### config.mk
export PLATFORM = sky130hd
export DESIGN_NAME = qmod_fsn
export DESIGN_NICKNAME = d
export VERILOG_FILES = /design/src/rtl/qmod_pkg.sv /design/src/rtl/qmod_carrier.sv /design/src/rtl/qmod_mixer.sv /design/src/rtl/qmod_fsn.sv
export SDC_FILE = /design/constraint.sdc
export NUM_CORES = 2
export LEC_CHECK = 0
export ABC_AREA = 0
export BUFFER_PORTS_ARGS = -buffer_cell sky130_fd_sc_hd__buf_2
export CAP_MARGIN = 30
export CORE_ASPECT_RATIO = 1.4
export CORE_MARGIN = 1.5
export CORE_UTILIZATION = 67
export DETAILED_ROUTE_END_ITERATION = 8
export PLACE_DENSITY = 0.84
export SLEW_MARGIN = 0
export SYNTH_ARGS = -nofsm -noshare
export SYNTH_HDL_FRONTEND = slang
export SYNTH_SLANG_ARGS = --single-unit
### constraint.sdc
create_clock -name clk -period 12.6 [get_ports clk]
set_clock_uncertainty 0.2 [all_clocks]
set_input_delay 2.52 -clock clk [delete_from_list [all_inputs] [get_ports clk]]
set_output_delay 2.52 -clock clk [all_outputs]
set_load 0.02 [all_outputs]
### src/rtl/qmod_pkg.sv
// Shared types for the fixed-ratio quadrature upconverter.
package qmod_pkg;

    // Carrier selection; the code values are part of the port contract.
    typedef enum logic [1:0] {
        MODE_BYPASS  = 2'd0,
        MODE_HALF    = 2'd1,
        MODE_QUARTER = 2'd2,
        MODE_EIGHTH  = 2'd3
    } qmod_mode_e;

endpackage

### src/rtl/qmod_carrier.sv
// Phase counter and carrier coefficient source.
// Produces cos/sin scaled by 2^(CW-1) for the current sample phase.
// Assumes one phase step per accepted sample; the sine is the cosine
// sequence read two eighth-turn steps behind.
module qmod_carrier
    import qmod_pkg::*;
#(
    parameter int CW        = 16,
    parameter int ROOT_HALF = 23170
) (
    input  logic               clk,
    input  logic               rst_n,
    input  qmod_mode_e         mode,
    input  logic               advance,
    output logic signed [CW:0] cos_o,
    output logic signed [CW:0] sin_o
);
    localparam logic signed [CW:0] K_ONE = (CW+1)'(1 << (CW-1));
    localparam logic signed [CW:0] K_RT  = (CW+1)'(ROOT_HALF);

    logic [2:0] phase_q;
    logic [2:0] idx;

    // One eighth-turn cosine value per index.
    function automatic logic signed [CW:0] cos8(input logic [2:0] k);
        case (k)
            3'd0:    cos8 = K_ONE;
            3'd1:    cos8 = K_RT;
            3'd3:    cos8 = -K_RT;
            3'd4:    cos8 = -K_ONE;
            3'd5:    cos8 = -K_RT;
            3'd7:    cos8 = K_RT;
            default: cos8 = '0;
        endcase
    endfunction

    // Step the phase on each accepted sample.
    always_ff @(posedge clk) begin
        if (!rst_n)       phase_q <= '0;
        else if (advance) phase_q <= phase_q + 3'd1;
    end

    // Scale the phase into eighth-turn steps for the chosen rate.
    always_comb begin
        case (mode)
            MODE_HALF:    idx = {phase_q[0], 2'b00};
            MODE_QUARTER: idx = {phase_q[1:0], 1'b0};
            MODE_EIGHTH:  idx = phase_q;
            default:      idx = 3'd0;
        endcase
    end

    // Look up the cosine, and the sine as the cosine two steps behind.
    always_comb begin
        cos_o = cos8(idx);
        sin_o = cos8(idx - 3'd2);
    end

    p_phase_step_r7: assert property (@(posedge clk) disable iff (!rst_n)
        advance |=> phase_q == 3'($past(phase_q) + 3'd1));
    p_phase_hold_r7: assert property (@(posedge clk) disable iff (!rst_n)
        !advance |=> $stable(phase_q));
    p_half_nosine_r3: assert property (@(posedge clk) disable iff (!rst_n)
        mode == MODE_HALF |-> sin_o == '0);
    p_quarter_excl_r4: assert property (@(posedge clk) disable iff (!rst_n)
        mode == MODE_QUARTER |-> ((cos_o == '0) != (sin_o == '0)));

endmodule

### src/rtl/qmod_mixer.sv
// Complex-by-carrier multiply with floor scaling and clipping.
// a = I*C - g*Q*S, b = g*I*S + Q*C, with g = -1 when img_sel is set.
// Assumes coefficients scaled by 2^(CW-1); purely combinational.
module qmod_mixer #(
    parameter int DW = 12,
    parameter int CW = 16,
    parameter int OW = DW + 1
) (
    input  logic signed [DW-1:0] in_i,
    input  logic signed [DW-1:0] in_q,
    input  logic signed [CW:0]   cos_c,
    input  logic signed [CW:0]   sin_c,
    input  logic                 img_sel,
    output logic signed [OW-1:0] mix_a,
    output logic signed [OW-1:0] mix_b
);
    localparam int PW = DW + CW + 1;
    localparam int SW = PW + 1;
    localparam int SH = CW - 1;
    localparam logic signed [SW-1:0] HI = SW'((1 <<< (OW-1)) - 1);
    localparam logic signed [SW-1:0] LO = -SW'(1 <<< (OW-1));

    logic signed [CW:0]   sin_e;
    logic signed [PW-1:0] p_ic, p_qs, p_is, p_qc;
    logic signed [SW-1:0] sum_a, sum_b, sh_a, sh_b;

    // Clip a scaled sum to the output range.
    function automatic logic signed [OW-1:0] clip(input logic signed [SW-1:0] v);
        if (v > HI)      clip = OW'(HI);
        else if (v < LO) clip = OW'(LO);
        else             clip = OW'(v);
    endfunction

    // Apply the image choice to the sine.
    always_comb sin_e = img_sel ? -sin_c : sin_c;

    // Four products, two sums, floor scaling and clipping.
    always_comb begin
        p_ic  = PW'(in_i) * PW'(cos_c);
        p_qs  = PW'(in_q) * PW'(sin_e);
        p_is  = PW'(in_i) * PW'(sin_e);
        p_qc  = PW'(in_q) * PW'(cos_c);
        sum_a = SW'(p_ic) - SW'(p_qs);
        sum_b = SW'(p_is) + SW'(p_qc);
        sh_a  = sum_a >>> SH;
        sh_b  = sum_b >>> SH;
        mix_a = clip(sh_a);
        mix_b = clip(sh_b);
    end

endmodule

### src/rtl/qmod_fsn.sv
// Fixed-ratio digital quadrature upconverter, top level.
// Mixes I/Q with a carrier at Fs/2, Fs/4 or Fs/8 (or passes them
// through) and registers two orthogonal real outputs one cycle later.
// Assumes two's-complement inputs; the phase advances only on valid samples.
module qmod_fsn
    import qmod_pkg::*;
#(
    parameter int DW        = 12,
    parameter int CW        = 16,
    parameter int ROOT_HALF = 23170
) (
    input  logic          clk,
    input  logic          rst_n,
    input  logic [1:0]    mode,
    input  logic          img_sel,
    input  logic          in_valid,
    input  logic [DW-1:0] in_i,
    input  logic [DW-1:0] in_q,
    output logic          out_valid,
    output logic [DW:0]   out_a,
    output logic [DW:0]   out_b
);
    localparam int OW = DW + 1;

    qmod_mode_e         mode_e;
    logic signed [CW:0] cos_c, sin_c;
    logic signed [OW-1:0] mix_a, mix_b;

    // Map the raw code onto the mode type.
    always_comb mode_e = qmod_mode_e'(mode);

    qmod_carrier #(.CW(CW), .ROOT_HALF(ROOT_HALF)) u_carrier (
        .clk     (clk),
        .rst_n   (rst_n),
        .mode    (mode_e),
        .advance (in_valid),
        .cos_o   (cos_c),
        .sin_o   (sin_c)
    );

    qmod_mixer #(.DW(DW), .CW(CW), .OW(OW)) u_mixer (
        .in_i    ($signed(in_i)),
        .in_q    ($signed(in_q)),
        .cos_c   (cos_c),
        .sin_c   (sin_c),
        .img_sel (img_sel),
        .mix_a   (mix_a),
        .mix_b   (mix_b)
    );

    // Register the valid flag every cycle.
    always_ff @(posedge clk) begin
        if (!rst_n) out_valid <= 1'b0;
        else        out_valid <= in_valid;
    end

    // Capture the mixed results only for accepted samples.
    always_ff @(posedge clk) begin
        if (!rst_n) begin
            out_a <= '0;
            out_b <= '0;
        end else if (in_valid) begin
            out_a <= mix_a;
            out_b <= mix_b;
        end
    end

    p_valid_rise_r7: assert property (@(posedge clk) disable iff (!rst_n)
        in_valid |=> out_valid);
    p_valid_idle_r7: assert property (@(posedge clk) disable iff (!rst_n)
        !in_valid |=> !out_valid);
    p_out_hold_r7: assert property (@(posedge clk) disable iff (!rst_n)
        !in_valid |=> ($stable(out_a) && $stable(out_b)));
    p_bypass_r2: assert property (@(posedge clk) disable iff (!rst_n)
        (in_valid && mode == 2'd0) |=>
        (out_a == {$past(in_i[DW-1]), $past(in_i)} &&
         out_b == {$past(in_q[DW-1]), $past(in_q)}));
    p_half_sign_r3: assert property (@(posedge clk) disable iff (!rst_n)
        (in_valid && mode == 2'd1) |=>
        ($signed(out_a) ==  $signed({$past(in_i[DW-1]), $past(in_i)}) ||
         $signed(out_a) == -$signed({$past(in_i[DW-1]), $past(in_i)})));

endmodule

==> results.rst <==
.. list-table::
   :header-rows: 1

   * - Metric
     - Value
   * - Worst min-delay path endpoint
     - out_b[12]
   * - Via-per-instance ratio
     - 5.55
   * - Slowest cell delay on critical path
     - 0.62 ns
   * - Largest net degree at the start of global routing
     - 35
   * - Die Width
     - 172 um
   * - Remaining routing DRC violations
     - 0
   * - Part of the Yosys area used for sequential elements
     - 2.25%
   * - DR pass1 iterations
     - 5
   * - Startpoint of the worst register-to-register path
     - u_carrier.phase_q[0]
   * - Most instantiated flip-flop cell in the synthesis netlist
     - sky130_fd_sc_hd__dfxtp_1
   * - Synth Area in Simple Gates
     - 8.44%
   * - Number of vias in the routed layout
     - 18400
   * - Number of sinks driven by the clock tree
     - 30
   * - Cell with the most instances on the worst path
     - sky130_fd_sc_hd__fa_1
   * - Number of global-route vias before repair
     - 21600
   * - Cell depth of the worst min-delay path
     - 1
   * - Clock Latency Late Sink
     - 0.31 ns
   * - Hold Path Class
     - reg -> reg
   * - Post-Synthesis Mean Instance Area
     - 9.62 sq um
   * - Core Area
     - 39300 sq um
   * - Reg-to-reg setup timing slack
     - 2.60 ns
   * - Count leader, synth
     - sky130_fd_sc_hd__inv_1
   * - Kind of launch point of the worst setup path
     - input port
   * - Fraction of synthesis flops using an asynchronous set or reset pin
     - 0%
   * - Number of nets at the end of the flow
     - 3785
   * - Synth top cells by count
     - 993 x sky130_fd_sc_hd__inv_1, 774 x sky130_fd_sc_hd__fa_1, 204 x sky130_fd_sc_hd__ha_1
   * - Clock transition at the register clock pins on the worst setup and hold paths after CTS
     - 0.07 ns
   * - # IOs
     - 57
   * - Antenna violations before repair
     - 0
   * - Relative slew slack
     - 24.5%
   * - Worst Hold Launch
     - out_b[12]
   * - Antenna-violating nets left
     - 0
   * - Maximum Capacitance Violations
     - 0
   * - Transition at the pin with the smallest max-transition slack
     - 1.13 ns
   * - Multiplexer area fraction after synthesis
     - 0.159%
   * - Fill cell instance count of the final layout
     - 2850
   * - Average wire per standard cell
     - 19.5 um
   * - Clock buffer count from CTS
     - 5
   * - Final Hold Vio Count
     - 0
   * - Number of enable-type register cells in the synthesized netlist
     - 0
   * - Arrival time at the worst endpoint
     - 11.67 ns
   * - Synth Area in XOR/XNOR
     - 2.25%
   * - Initial standard-cell utilization of the core
     - 68.0%
   * - Root buffer cell
     - sky130_fd_sc_hd__clkbuf_16
   * - GP Congestion
     - 0.961
   * - Die footprint
     - 41100 sq um
   * - Number of max-slew violations in the final report
     - 0
   * - Sequential cell area in the final layout
     - 601 sq um
   * - Final setup viols
     - 0
   * - Violation count after the first detailed-route iteration
     - 1243
   * - Net count after synthesis
     - 3782
   * - Largest buffer count on any clock path
     - 2
   * - Depth of the worst register-to-register path
     - 29
   * - Number of warnings issued by yosys
     - 0
   * - Synth top area cells
     - sky130_fd_sc_hd__fa_1 58%, sky130_fd_sc_hd__inv_1 14%, sky130_fd_sc_hd__ha_1 9.6%
   * - Cell type with the highest aggregate area in the netlist
     - sky130_fd_sc_hd__fa_1
   * - Destination of the worst register-to-register timing path
     - out_b[1]
   * - Combinational family with the most area after synthesis
     - adder cells
   * - Share of Yosys cell area claimed by the top area cell type
     - 58.1%
   * - Total Negative Setup Slacks
     - 0 ns
   * - Status
     - complete, no violations
   * - Fraction of the mapped netlist area in compound gates
     - 4.16%
   * - Synthesized instance count
     - 2774
   * - Final period util
     - 92.8%
   * - Placed wire-length estimate after detailed placement
     - 56400 um
   * - Area grow syn2layout
     - 3.40%
   * - Clock tree from TritonCTS
     - built
   * - Total of cells resized after clock tree synthesis
     - 0
   * - Global-route wire length before repair
     - 107000 um
   * - Site Rows
     - 86
   * - Vertical extent of the die
     - 239 um
   * - Post-synthesis instance area
     - 26700 sq um
   * - Nature of the critical path endpoint
     - flip-flop
   * - Overflow after GRT
     - 0
   * - Total GRT Usage
     - 35.2%
   * - Number of hold buffers added after cts
     - 0
   * - Startpoint of the worst setup timing path
     - mode[0]
   * - Crit-path max FO
     - 30
   * - Worst-path cell with the longest stage delay
     - sky130_fd_sc_hd__mux2_2
   * - Achievable clock frequency
     - 85.5 MHz
   * - IO buf count
     - 56
   * - Postcts setup bufs
     - 0
   * - Required arrival time at the worst endpoint
     - 12.58 ns
   * - Post-route minimum period
     - 11.69 ns
   * - Sum of routed wire length over all layers
     - 64400 um
   * - Synthesized-area fraction occupied by adder cells
     - 67.6%
   * - Share of layout cells above drive strength 1
     - 3.74%
   * - Number of synthesized register bits
     - 30
   * - Htree depth
     - 2
   * - Type of the setup path with the least slack
     - in -> reg
   * - Multi-input gate area
     - 22100 sq um
   * - Number of distinct library cells after synthesis
     - 67
   * - Setup repair after global routing missed its margin
     - false
-- cells by family (layout without fill, tap and decap cells) --
kind of cell               after synthesis  count (layout)
buffers and inverters                 1069            1073
muxes                                    4               4
and+or+nand+nor                        457             457
xor gates and xnor gates                67              67
AOI/OAI and AO/OA                      169             169
other                                    0               1
DFF                                     30              30
adders and majority gates              978             978
-- sequential cells by signal, indices dropped and copies added, names as in the netlist --
name	cells
out_a	13
u_carrier.phase_q	3
out_b	13
out_valid	1
-- area by class of cell --
type                       instances  share of cell area, %
clock buffer                       7                  0.517
tap                              528                   2.39
antenna                            1                0.00907
timing repair buffer              71                   1.42
multi-input combinational       1675                   79.9
inverter                         994                   13.5
clock inverter                     1                 0.0181
sequential                        30                   2.18
-- metrics by stage --
| step | hold slack [ns] | std cells | area (sq um) | utilization [%] | setup WS [ns] |
|---|---|---|---|---|---|
| 3_5_place_dp | 0.263 | 3298 | 27500 | 69.9 | 0.744 |
| 5_1_grt | 0.293 | 3306 | 27600 | 70.3 | 0.472 |
| 2_1_floorplan | 0.349 | 2774 | 26700 | - | 1.66 |
| 4_1_cts | 0.278 | 3306 | 27600 | 70.3 | 1.04 |
| 3_3_place_gp | 0.262 | 3298 | 27500 | 69.9 | 0.999 |
| 6_report | 0.275 | 3307 | 27600 | 70.3 | 0.910 |
-- worst max-delay path by stage --
| stage | to | slack (ns) | depth (start not counted) |
|---|---|---|---|
| finish | out_b[1] | 0.91 | 30 |
| global route | out_a[0] | 0.47 | 31 |
| CTS | out_b[1] | 1.04 | 30 |
| detailed placement | out_b[3] | 0.74 | 30 |
| global placement | out_b[11] | 1.0 | 30 |
| floorplan | out_b[11] | 1.66 | 32 |
-- layout by cell type, fill, tap and decap left out, types with 7 or more instances in the layout --
| master | n |
|---|---|
| sky130_fd_sc_hd__inv_1 | 993 |
| sky130_fd_sc_hd__fa_1 | 774 |
| sky130_fd_sc_hd__ha_1 | 204 |
| sky130_fd_sc_hd__nand2_1 | 185 |
| sky130_fd_sc_hd__and2_1 | 130 |
| sky130_fd_sc_hd__nor2_1 | 68 |
| sky130_fd_sc_hd__buf_2 | 56 |
| sky130_fd_sc_hd__a21oi_1 | 51 |
| sky130_fd_sc_hd__xnor2_1 | 48 |
| sky130_fd_sc_hd__o21ai_0 | 36 |
| sky130_fd_sc_hd__dfxtp_1 | 30 |
| sky130_fd_sc_hd__a21o_1 | 25 |
| sky130_fd_sc_hd__nor2b_1 | 23 |
| sky130_fd_sc_hd__xor2_1 | 17 |
| sky130_fd_sc_hd__buf_4 | 15 |
| sky130_fd_sc_hd__o22ai_1 | 13 |
| sky130_fd_sc_hd__or2_2 | 10 |
| sky130_fd_sc_hd__and3_1 | 9 |
| sky130_fd_sc_hd__nand3_1 | 7 |
-- routing by layer --
layer	GRT usage (%)	vias up	wire, um
li1	-	7786	-
met1	39.9	9402	21100
met2	59.6	838	32900
met3	6.11	328	4650
met4	25.6	0	5730
met5	0	-	0
-- worst max-delay path, delay by kind of cell --
kind	cells	cell delay [ns]
AOI/OAI and AO/OA	9	2.37
adders and majority gates	9	4.10
buffers and inverters	6	1.04
muxes	1	0.62
and+or+nand+nor	5	0.99
Power is left out: the tool's default activity adds up to more than one toggle a clock period on the data nets, which glitch-free logic cannot reach.
